### src/rtl/scanline_irq_seq.sv
module scanline_irq_seq #(
  parameter int CW     = 10,
  parameter int LW     = 9,
  parameter int LEAD   = 12,
  parameter int RC_OFS = 64
) (
  input  logic          clk,
  input  logic          rst_n,
  input  logic          ext_hsync,
  input  logic          frame_start,
  input  logic [CW-1:0] sw_len,
  input  logic [CW-1:0] ds_len,
  input  logic [CW-1:0] dw_len,
  input  logic [CW-1:0] de_len,
  input  logic [LW-1:0] disp_lines,
  input  logic [LW-1:0] raster_cmp,
  input  logic          en_rc,
  input  logic          en_vb,
  input  logic          clr_rc,
  input  logic          clr_vb,
  output logic [1:0]    phase,
  output logic [LW-1:0] line,
  output logic          stat_rc,
  output logic          stat_vb,
  output logic          irq,
  output logic          shadow_ld
);

  localparam logic [1:0] SW = 2'd0, DS = 2'd1, DW = 2'd2, DE = 2'd3;
  localparam logic [CW-1:0] LEAD_C = CW'(LEAD);
  localparam logic [LW-1:0] OFS_C  = LW'(RC_OFS);

  logic [1:0]    ph_q;
  logic [CW-1:0] cnt_q;
  logic [LW-1:0] line_q;
  logic          sync_q, rc_q, vb_q, sh_q;

  logic [CW-1:0] cur_len, rc_pt;
  logic          last, edge_s, snap, ds_entry, rc_hit, vb_hit, dw_done;

  always_comb begin
    case (ph_q)
      SW:      cur_len = sw_len;
      DS:      cur_len = ds_len;
      DW:      cur_len = dw_len;
      default: cur_len = de_len;
    endcase
  end

  assign last     = ({1'b0, cnt_q} + 1'b1) >= {1'b0, cur_len};
  assign edge_s   = ext_hsync & ~sync_q;
  assign snap     = edge_s & (ph_q != SW);
  assign ds_entry = snap | (last & (ph_q == SW));
  assign dw_done  = (ph_q == DW) & last & ~snap;
  assign rc_pt    = (dw_len > LEAD_C) ? dw_len - LEAD_C : '0;
  assign rc_hit   = (ph_q == DW) && (cnt_q == rc_pt) && (LW'(line_q + OFS_C) == raster_cmp);
  assign vb_hit   = (ph_q == DS) && last && !snap && (line_q == disp_lines);

  always_ff @(posedge clk or negedge rst_n) begin
    if (!rst_n) begin
      ph_q   <= SW;
      cnt_q  <= '0;
      sync_q <= 1'b1;
    end else begin
      sync_q <= ext_hsync;
      if (snap) begin
        ph_q  <= DS;
        cnt_q <= '0;
      end else if (last) begin
        ph_q  <= ph_q + 2'd1;
        cnt_q <= '0;
      end else begin
        cnt_q <= cnt_q + 1'b1;
      end
    end
  end

  always_ff @(posedge clk or negedge rst_n) begin
    if (!rst_n)           line_q <= '0;
    else if (frame_start) line_q <= '0;
    else if (ds_entry)    line_q <= line_q + 1'b1;
  end

  always_ff @(posedge clk or negedge rst_n) begin
    if (!rst_n) begin
      rc_q <= 1'b0;
      vb_q <= 1'b0;
      sh_q <= 1'b0;
    end else begin
      rc_q <= rc_hit | (rc_q & ~clr_rc);
      vb_q <= vb_hit | (vb_q & ~clr_vb);
      sh_q <= dw_done;
    end
  end

  assign phase     = ph_q;
  assign line      = line_q;
  assign stat_rc   = rc_q;
  assign stat_vb   = vb_q;
  assign shadow_ld = sh_q;
  assign irq       = (rc_q & en_rc) | (vb_q & en_vb);

  AST_PHASE_ORDER: assert property (@(posedge clk) disable iff (!rst_n)
    (ph_q != $past(ph_q)) |-> ((ph_q == 2'($past(ph_q) + 2'd1)) || (ph_q == DS)));
  AST_SNAP_TO_DS: assert property (@(posedge clk) disable iff (!rst_n)
    $past(snap) |-> (ph_q == DS && cnt_q == '0));
  AST_SW_TIMEOUT: assert property (@(posedge clk) disable iff (!rst_n)
    $past(ph_q == SW && !last) |-> (ph_q == SW));
  AST_LINE_CLEAR: assert property (@(posedge clk) disable iff (!rst_n)
    $past(frame_start) |-> (line_q == '0));
  AST_VB_AT_DW: assert property (@(posedge clk) disable iff (!rst_n)
    $rose(vb_q) |-> (ph_q == DW && $past(ph_q) == DS));
  AST_RC_STICKY: assert property (@(posedge clk) disable iff (!rst_n)
    $past(rc_q && !clr_rc) |-> rc_q);
  AST_SHADOW_AFTER_DW: assert property (@(posedge clk) disable iff (!rst_n)
    sh_q |-> (ph_q == DE && $past(ph_q) == DW));

endmodule

### config.mk
export PLATFORM = sky130hd
export DESIGN_NAME = scanline_irq_seq
export DESIGN_NICKNAME = d
export VERILOG_FILES = /design/src/rtl/scanline_irq_seq.sv
export SDC_FILE = /design/constraint.sdc
export NUM_CORES = 1
export LEC_CHECK = 0
export BUFFER_PORTS_ARGS = -buffer_cell sky130_fd_sc_hd__buf_2
export CAP_MARGIN = 10
export CELL_PAD_IN_SITES_DETAIL_PLACEMENT = 1
export CELL_PAD_IN_SITES_GLOBAL_PLACEMENT = 2
export CORE_ASPECT_RATIO = 0.7
export CORE_UTILIZATION = 30
export CTS_CLUSTER_SIZE = 24
export DETAILED_ROUTE_END_ITERATION = 6
export GPL_ROUTABILITY_DRIVEN = 0
export PLACE_DENSITY_LB_ADDON = 0.1
export SLEW_MARGIN = 20
export SYNTH_ARGS = -nofsm -noshare
export SYNTH_HDL_FRONTEND = slang
export SYNTH_SLANG_ARGS = --single-unit
### constraint.sdc
create_clock -name clk -period 6.1 [get_ports clk]
set_input_delay 0.61 -clock clk [delete_from_list [all_inputs] [get_ports clk]]
set_output_delay 0.61 -clock clk [all_outputs]
set_load 0.1 [all_outputs]
## Word level (Yosys, flattened, before mapping)

Index checks and enable logic that the tools add are counted.

- $add $sub $neg: 6
- Magnitude comparators: 2
- Eq/ne operators: 5
- Muxes and demuxes: 8
- Bitwise operators: 17
- Reductions and logical operators: 10

Operators with widths:

| operator | number |
|---|---|
| $mux W10 | 3 |
| $pmux W10 S3 | 1 |
| $eq A9 B9 Y1 | 2 |
| $mux W9 | 2 |
| $add A10 B1 Y11 const B | 1 |
| $ge A11 B10 Y1 | 1 |
| $add A10 B1 Y10 const B | 1 |
| $eq A10 B10 Y1 | 1 |
| $gt A10 B4 Y1 const B | 1 |
| $sub A10 B4 Y10 const B | 1 |
| $add A9 B1 Y9 const B | 1 |
| $add A9 B7 Y9 const B | 1 |
| $and A1 B1 Y1 | 9 |
| $reduce_bool A2 Y1 | 3 |
| $logic_and A1 B1 Y1 | 5 |
| $mux W2 | 2 |
| $not A1 Y1 | 4 |
| $or A1 B1 Y1 | 4 |
| $add A2 B1 Y2 const B | 1 |
| $eq A2 B1 Y1 const B | 1 |
| $eq A2 B2 Y1 const B | 1 |
| $logic_not A2 Y1 | 1 |
| $logic_not A1 Y1 | 1 |

- Register bits after elaboration: 25
- Input bits: 66
- Output and inout port bits: 15
- Word-level logic and storage cells: 55

## Logic depth before layout (Yosys ltp)

Gate-level depths: netlist (run 1).

- Word-level depth: 7
- Mapped depth: 14
- Depth with buffers taken out: 12

## Least setup slack after synthesis (run 1)

OpenSTA, ideal clock, no wires.

- Kind: reg2reg
- From: reg ph_q[0], in the netlist phase[0]
- To: reg line_q[1], in the netlist line[1]
- Library setup time: 130 ps
- Arrival: 3401 ps
- Setup slack: 2569 ps
- Cell stages (with the launch flop): 15
- Buffers on the path: 2
- Period minus slack after synthesis: 3531 ps
- Cells stage by stage: dfrtp_1 inv_1 ha_1 clkbuf_1 a222oi_1 nand2_1 o21ai_0 ha_1 a21oi_1 nor2b_1 a311oi_1 o221a_2 buf_2 mux2i_1 nor2_1

- Word-level cells in the longest chain between the ends: 6
- Elaborated cells on any way between the ends: 10
- Those cells by class: order compare: 1; eq/ne: 2; mux: 1; bitwise: 3; reduce/logical: 3

Ends and longest elaborated chain:

| element | RTL line | text |
|---|---|---|
| start: declaration | 33 | `logic [1:0] ph_q;` |
| start signal: assignment | 70 | `ph_q <= ph_q + 2'd1;` |
| $eq A2 B2 Y1, or another cell as far along | 42 | `case (ph_q)` |
| $pmux W10 S3 | 42 |  |
| $ge A11 B10 Y1 | 50 | `assign last = ({1'b0, cnt_q} + 1'b1) >= {1'b0, cur_len};` |
| $and A1 B1 Y1 | 53 | `assign ds_entry = snap \| (last & (ph_q == SW));` |
| $or A1 B1 Y1 * | 53 |  |
| $reduce_bool A2 Y1 (no line) * | - |  |
| end signal: assignment | 81 | `else if (ds_entry) line_q <= line_q + 1'b1;` |
| end: declaration | 35 | `logic [LW-1:0] line_q;` |

Every way passes the cells marked *; elsewhere a longest branch is shown, timed or not.
A chain may end at the register's enable or synchronous reset.

## Final worst setup path (run 1)

- From: reg ph_q[0], in the netlist phase[0]
- To: reg cnt_q[9]

- Word-level cells in the longest chain between the ends: 5
- Elaborated cells on any way between the ends: 9
- Those cells by class: order compare: 1; eq/ne: 2; mux: 3; bitwise: 1; reduce/logical: 2

Ends and longest elaborated chain:

| element | RTL line | text |
|---|---|---|
| $eq A2 B2 Y1, or another cell as far along | 42 |  |
| $pmux W10 S3 | 42 |  |
| $ge A11 B10 Y1 | 50 |  |
| $mux W10 | 69 | `end else if (last) begin` |
| $mux W10 * | 66 | `if (snap) begin` |
| end signal: assignment | 73 | `cnt_q <= cnt_q + 1'b1;` |
| end: declaration | 34 | `logic [CW-1:0] cnt_q;` |

Marks and branches as above.

==> metrics.yaml, run 1 <==
job:
  cap_viol_max_count: 0
global_route:
  grt_pass1_vias: 2093
  grt_usage_pct: 19.13
  grt_max_degree: 26
  grt-ovfl-total: 0
  antenna_found_initial: 0
  grt_pass1_wl_um: 11270
cells_and_area:
  drive_gt1_share_pct: 27.44
  layout.nets: 413
  fillers: 874
  area_delta_synth_final_pct: 23.64
  layout_common_cells: "80 x buf_2, 24 x dfrtp_1, 23 x o21ai_0"
  layout_commonest_cell: "buf_2"
  diodes: 0
  finish.utilization_pct: 39.18
synth:
  netlist_instances: 256
  avgSynthCellArea_um2: 8.519
  synth.yosys.seq_area_share_pct: 28.74
  ys_types: 42
  synth-seq-cells: 25
  ys.warnings.count: 0
  synth_nets: 340
  netlist_area_um2: 2181
clocking:
  cts_buffer_depth: 2
  cts_max_level: 1
  ctsHoldBuffers: 0
  numCtsBuffers: 3
  clkLatencyLatePin_ns: 0.27
  cts-root-buf: "clkbuf_8"
  clk_pin_slew_ns: 0.09
  clock_sinks: 25
  cts_resized: 0
  cts_setup_buffers: 0
  cts_tree: "yes"
die:
  num_io_pins: 81
  die_width_um: 103.9
  floorplan.die_area_um2: 7620
  row_count: 25
  core_region_area_um2: 6882
  dieHeight_um: 73.34
  start_util_pct: 31.69
drt:
  wl_per_cell_um: 16.97
  first_iter_violations: 122
  drc: 0
  drt-total-wl_um: 7160
  dr_total_vias: 2218
  drtPass1Iterations: 5
  drtAntennaViolNets: 0
  vias_per_cell: 5.256
sta:
  hold_viol: 0
  skew_ns: 0.004186
  min_period_ns: 3.439
  setup_viol: 0
  hold-worst-slack_ns: 0.3328
  finalSetupTns_ns: 0
  timing.fmax_mhz: 290.8
  rsz0062_at_grt: "false"
  max_slew_margin_pct: 60.22
  drv_slew: 0
  worst_pin_slew_ns: 0.5968
  post-route-period-util_pct: 56.37
pwr:
  powerDensity_nw_per_um2: 234.4
  p_switching_mw: 0.2821
  p_total_mw: 0.6320
  clock_power_share_pct: 16.1
  p_int_mw: 0.3499
  switching_share_pct: 44.63
  p_leak_nw: 1.299
  power.share.combinational_pct: 49.8
  ir_drop_mv: 0.1562
  seqPwrFrac_pct: 34.1
worst_setup_path:
  path_cells: "inv_1 -> ha_1 -> a222oi_1 -> nand2_1 -> o21ai_0 -> ha_1 -> a21oi_1 -> nor2b_1 -> a311oi_1 -> o21ai_1 -> nand2b_1 -> nor2b_1"
  endpoint_kind: "register"
  crit_fanout: 12
  crit_type: "reg -> reg"
  crit_cells: 12
  cp_num_buf_inv: 1
  rr_worst_depth: 12
  crit_arrival_ns: 3.63
  worst_setup_path_start_kind: "register"
  cp_slowest_cell: "dfrtp_1"
  rrSetupSlack_ns: 2.66
  path_delay_family: "compound AO/OA/AOI/OAI gates"
  cp.required_ns: 6.30
  max_stage_delay_ns: 0.45
worst_hold_path:
  hp-class: "in -> async"
run_status:
  status: "completed"
place:
  dpl.hpwl_um: 5885
  io_buffers: 80
[path summary, 6_finish.rpt]
kind                                           start                   end
worst min-delay path                           rst_n   line[3]$_DFFE_PN0P_
max in group asynchronous                      rst_n    cnt_q[8]$_DFF_PN0_
worst max register to register  phase[0]$_DFFE_PN0P_    cnt_q[9]$_DFF_PN0_
worst max-delay path            phase[0]$_DFFE_PN0P_    cnt_q[9]$_DFF_PN0_
worst min register to register      sync_q$_DFF_PN1_  phase[1]$_DFFE_PN0P_
min in group clk                           ext_hsync      sync_q$_DFF_PN1_
[per-stage QoR]
stage | std cells | cell area [um^2] | setup slack [ns]
after floorplan | 256 | 2181 | 2.569
after global placement | 418 | 2651 | 2.840
after detailed placement | 418 | 2651 | 2.688
after CTS | 422 | 2696 | 2.672
after global routing | 422 | 2696 | 2.393
final | 422 | 2696 | 2.661
[worst register-to-register path, delay by kind of cell, from the launching register on]
| family | cells | cell delay (ns) |
|---|---|---|
| buffers and inverters | 1 | 0.10 |
| AND/OR/NAND/NOR | 4 | 0.77 |
| adder cells (fa/ha/maj) | 2 | 0.72 |
| AO/OA/AOI/OAI | 5 | 1.32 |
| flip-flops | 1 | 0.45 |
[cells in the mapped netlist]
cell,instances,area (um^2)
a2111oi_0,2,17.52
a211oi_1,2,15.01
a21oi_1,16,80.08
a222oi_1,10,100.1
a22o_1,1,8.760
a311oi_1,1,8.760
a31oi_1,1,6.260
and2_1,1,6.260
and3_1,3,18.77
and3b_2,1,10.01
buf_1,1,3.750
buf_2,2,10.01
clkbuf_1,9,33.78
dfrtp_1,24,600.6
dfstp_2,1,26.28
ha_1,18,225.2
inv_1,12,45.04
mux2i_1,4,40.04
nand2_1,20,75.07
nand2b_1,1,6.260
nand2b_4,1,13.76
nand3_1,12,60.06
nand3b_1,1,7.510
nand4_1,4,25.02
nor2_1,12,45.04
nor2b_1,10,62.56
nor3_1,2,10.01
nor4_1,5,31.28
nor4b_1,1,8.760
o2111ai_1,1,8.760
o211ai_1,1,7.510
o21ai_0,23,115.1
o21ai_1,1,5.000
o21ai_2,1,8.760
o221a_2,1,11.26
o22ai_1,2,12.51
o32ai_1,1,8.760
o32ai_2,1,16.27
or3_1,8,50.05
or4_4,1,11.26
xnor2_1,16,140.1
xor2_1,21,183.9
[cell type report]
cell class,instances,area (um^2),area share [%]
multi-input combinational,207,1461,54.20
sequential,25,626.9,23.25
timing repair buffer,80,400.4,14.85
tap,94,117.6,4.362
clock buffer,4,45.04,1.671
inverter,12,45.04,1.671
[per-layer routing]
layer  up-vias  routed length, um  track usage (%)
li1       1082                  -                -
met1      1071               3925            31.86
met2        63               2784            25.85
met3         2                440            2.839
met4         0                 10            1.429
met5         -                  0                0
[power by group through the flow]
stage | Sequential [mW] | Clock (mW) | Combinational (mW)
2_1_floorplan | 0.235 | 0 | 0.200
5_1_grt | 0.220 | 0.111 | 0.362
3_5_place_dp | 0.219 | 0 | 0.319
6_report | 0.216 | 0.102 | 0.315
4_1_cts | 0.215 | 0.105 | 0.320
3_3_place_gp | 0.218 | 0 | 0.312
[cell families (layout without fill, tap and decap cells)]
logic type / count (synthesis) / count (layout) / synth area share [%]
AOI/OAI and AO/OA: 65 / 65 / 19.74
xor gates and xnor gates: 37 / 37 / 14.86
adders and majority gates: 18 / 18 / 10.33
buffers and inverters: 24 / 96 / 4.245
DFF: 25 / 25 / 28.74
muxes: 4 / 4 / 1.836
and+or+nand+nor: 83 / 83 / 20.25
[sequential cells by signal, summed over array words and instances (netlist names)]
register,count
sync_q,1
shadow_ld,1
line,9
stat_vb,1
phase,2
stat_rc,1
cnt_q,10
Note: power is estimated with default switching activity, not from simulation.
==> inputs of run 2 (changes only) <==
- CORE_UTILIZATION: 30 -> 25
- clock period: 6.1 -> 3.1 ns (I/O delays scaled with it)
==> run 2 against run 1 <==
  * Total power grew 130%
  * Combinational power up 140%
  * Register-to-register slack got worse by 2.6 ns
  * Design area up 12%
  * Sequential power up 89%
  * Core utilization is 3.6 points lower
  * Global-route usage fell by 2.0 points
  * Fmax is 15% higher
  * Critical path type unchanged
  * Largest cell class unchanged
  * Largest power group unchanged
==> metrics.yaml, run 2 (synthesized netlist as in run 1, its figures left out) <==
cells_and_area:
  largest_register_ffs: 10  # unchanged
  layout_commonest_cell: "buf_2"  # unchanged
  diodes: 0  # unchanged
  layout.nets: 433  # was 413
  area_delta_synth_final_pct: 37.92  # was 23.64%
  drive_gt1_share_pct: 33.91  # was 27.44%
  top_register: "cnt_q"  # unchanged
  layout_common_cells: "80 x buf_2, 22 x dfrtp_1, 21 x xor2_1, 21 x o21ai_0, 20 x nand2_1"  # was 80 x buf_2, 24 x dfrtp_1, 23 x o21ai_0
  finish.utilization_pct: 35.63  # was 39.18%
global_route:
  grt_pass1_vias: 2244  # was 2093
  grt_pass1_wl_um: 11960  # was 11270 um
  grt-ovfl-total: 0  # unchanged
  grt_max_degree: 26  # unchanged
  grt_usage_pct: 17.09  # was 19.13%
  antenna_found_initial: 0  # unchanged
clocking:
  cts-root-buf: "clkbuf_16"  # was clkbuf_8
  cts_tree: "yes"  # unchanged
  clk_pin_slew_ns: 0.07  # was 0.09 ns
  ctsHoldBuffers: 0  # unchanged
  numCtsBuffers: 3  # unchanged
  cts_buffer_depth: 2  # unchanged
  clkLatencyLatePin_ns: 0.26  # was 0.27 ns
  clock_sinks: 25  # unchanged
  cts_max_level: 1  # unchanged
sta:
  finalSetupTns_ns: 0  # unchanged
  max_slew_margin_pct: 60.74  # was 60.22%
  timing.fmax_mhz: 334.0  # was 290.8 MHz
  skew_ns: 0.003929  # was 0.004186 ns
  min_period_ns: 2.994  # was 3.439 ns
  hold_viol: 0  # unchanged
  setup_viol: 0  # unchanged
  drv_slew: 0  # unchanged
  worst_pin_slew_ns: 0.5889  # was 0.5968 ns
  post-route-period-util_pct: 96.59  # was 56.37%
  hold-worst-slack_ns: 0.04624  # was 0.3328 ns
die:
  start_util_pct: 25.83  # was 31.69%
  row_count: 28  # was 25
  num_io_pins: 81  # unchanged
  floorplan.die_area_um2: 9107  # was 7620 um^2
  dieHeight_um: 80.15  # was 73.34 um
  die_width_um: 113.6  # was 103.9 um
  core_region_area_um2: 8443  # was 6882 um^2
worst_setup_path:
  worst_setup_path_start_kind: "register"  # unchanged
  crit_type: "reg -> reg"  # unchanged
  r2r_start: "phase[0]$_DFFE_PN0P_"  # unchanged
  crit_arrival_ns: 3.14  # was 3.63 ns
  path_cells: "inv_1 -> ha_2 -> buf_12 -> a222oi_1 -> nand2_1 -> o21ai_0 -> ha_1 -> a21oi_1 -> nor2b_2 -> a311oi_2 -> o221a_2 -> buf_12 -> mux2i_1 -> nor2_1"  # was inv_1 -> ha_1 -> a222oi_1 -> nand2_1 -> o21ai_0 -> ha_1 -> a21oi_1 -> nor2b_1 -> a311oi_1 -> o21ai_1 -> nand2b_1 -> nor2b_1
  crit_fanout: 11  # was 12
  cp_slowest_cell: "dfrtp_4"  # was dfrtp_1
  max_stage_delay_ns: 0.44  # was 0.45 ns
  endpoint_kind: "register"  # unchanged
  cp.required_ns: 3.25  # was 6.30 ns
  startpoint: "phase[0]$_DFFE_PN0P_"  # unchanged
  crit_top_cell: "buf_12"
drt:
  dr_total_vias: 2260  # was 2218
  vias_per_cell: 4.829  # was 5.256
  drc: 0  # unchanged
  wl_per_cell_um: 16.21  # was 16.97 um
  drt-total-wl_um: 7586  # was 7160 um
  first_iter_violations: 144  # was 122
  drtPass1Iterations: 5  # unchanged
  drtAntennaViolNets: 0  # unchanged
place:
  io_buffers: 80  # unchanged
  dpl.hpwl_um: 6330  # was 5885 um
run_status:
  status: "completed"  # unchanged
job:
  cap_viol_max_count: 0  # unchanged
worst_hold_path:
  hp-class: "in -> async"  # unchanged
pwr:
  powerDensity_nw_per_um2: 488.2  # was 234.4 nW/um^2
  p_leak_nw: 1.433  # was 1.299 nW
  ir_drop_mv: 0.3393  # was 0.1562 mV
  p_total_mw: 1.468  # was 0.6320 mW
[run 2: metal layers]
| metal | wire [um] | global-route usage (%) | share of wire (%) | vias up |
|---|---|---|---|---|
| met5 | 0 | 0 | 0 | - |
| met4 | 0 | 0.3947 | 0 | 0 |
| met3 | 198 | 2.189 | 2.6 | 0 |
| met2 | 3129 | 25.24 | 41 | 33 |
| met1 | 4257 | 27.07 | 56 | 1108 |
| li1 | - | - | - | 1119 |
[run 2: final timing paths]
path	end	slack [ns]	cells after the start
max in group asynchronous	phase[0]$_DFFE_PN0P_	2.62	1
hold / removal	phase[1]$_DFFE_PN0P_	0.05	1
setup reg to reg	line[1]$_DFFE_PN0P_	0.11	14
min in group clk	sync_q$_DFF_PN1_	0.17	1
setup / recovery	line[1]$_DFFE_PN0P_	0.11	14
hold reg to reg	cnt_q[0]$_DFF_PN0_	0.53	1
[run 2: power by group]
group / internal (mW) / switching (mW)
clock: 0.174 / 0.117
combinational: 0.336 / 0.434
sequential: 0.364 / 0.0435
[run 2: cell type report]
type	instances	area [um^2]
clock buffer	3	75.07
clock inverter	1	5.005
fill	1023	5435
inverter	12	45.04
multi-input combinational	207	1498
sequential	25	634.4
tap	120	150.1
timing repair buffer	100	600.6
[run 2: repair_timing]
item | in CTS | in global routing
gates resized for setup | 3 | 6
setup buffers | 2 | 0
pin swaps | 1 | 6
setup endpoints to repair | 11 | 7
[run 2: critical path, delay by kind of cell, from the launching register on]
kind            cells  cell delay [ns]
simple gates        3             0.20
mux                 1             0.18
compound gates      5             1.17
fa+ha+maj           2             0.52
flops               1             0.44
buf+inv             3             0.37
[run 2: through the flow]
stage | worst slack [ns] | area (um^2) | std cells
after floorplan | 0.002030 | 2188 | 256
after global placement | -0.05972 | 2864 | 462
after detailed placement | -0.2018 | 2864 | 462
after CTS | 0.02908 | 2983 | 468
after global routing | -0.03643 | 3008 | 468
final | 0.1057 | 3008 | 468
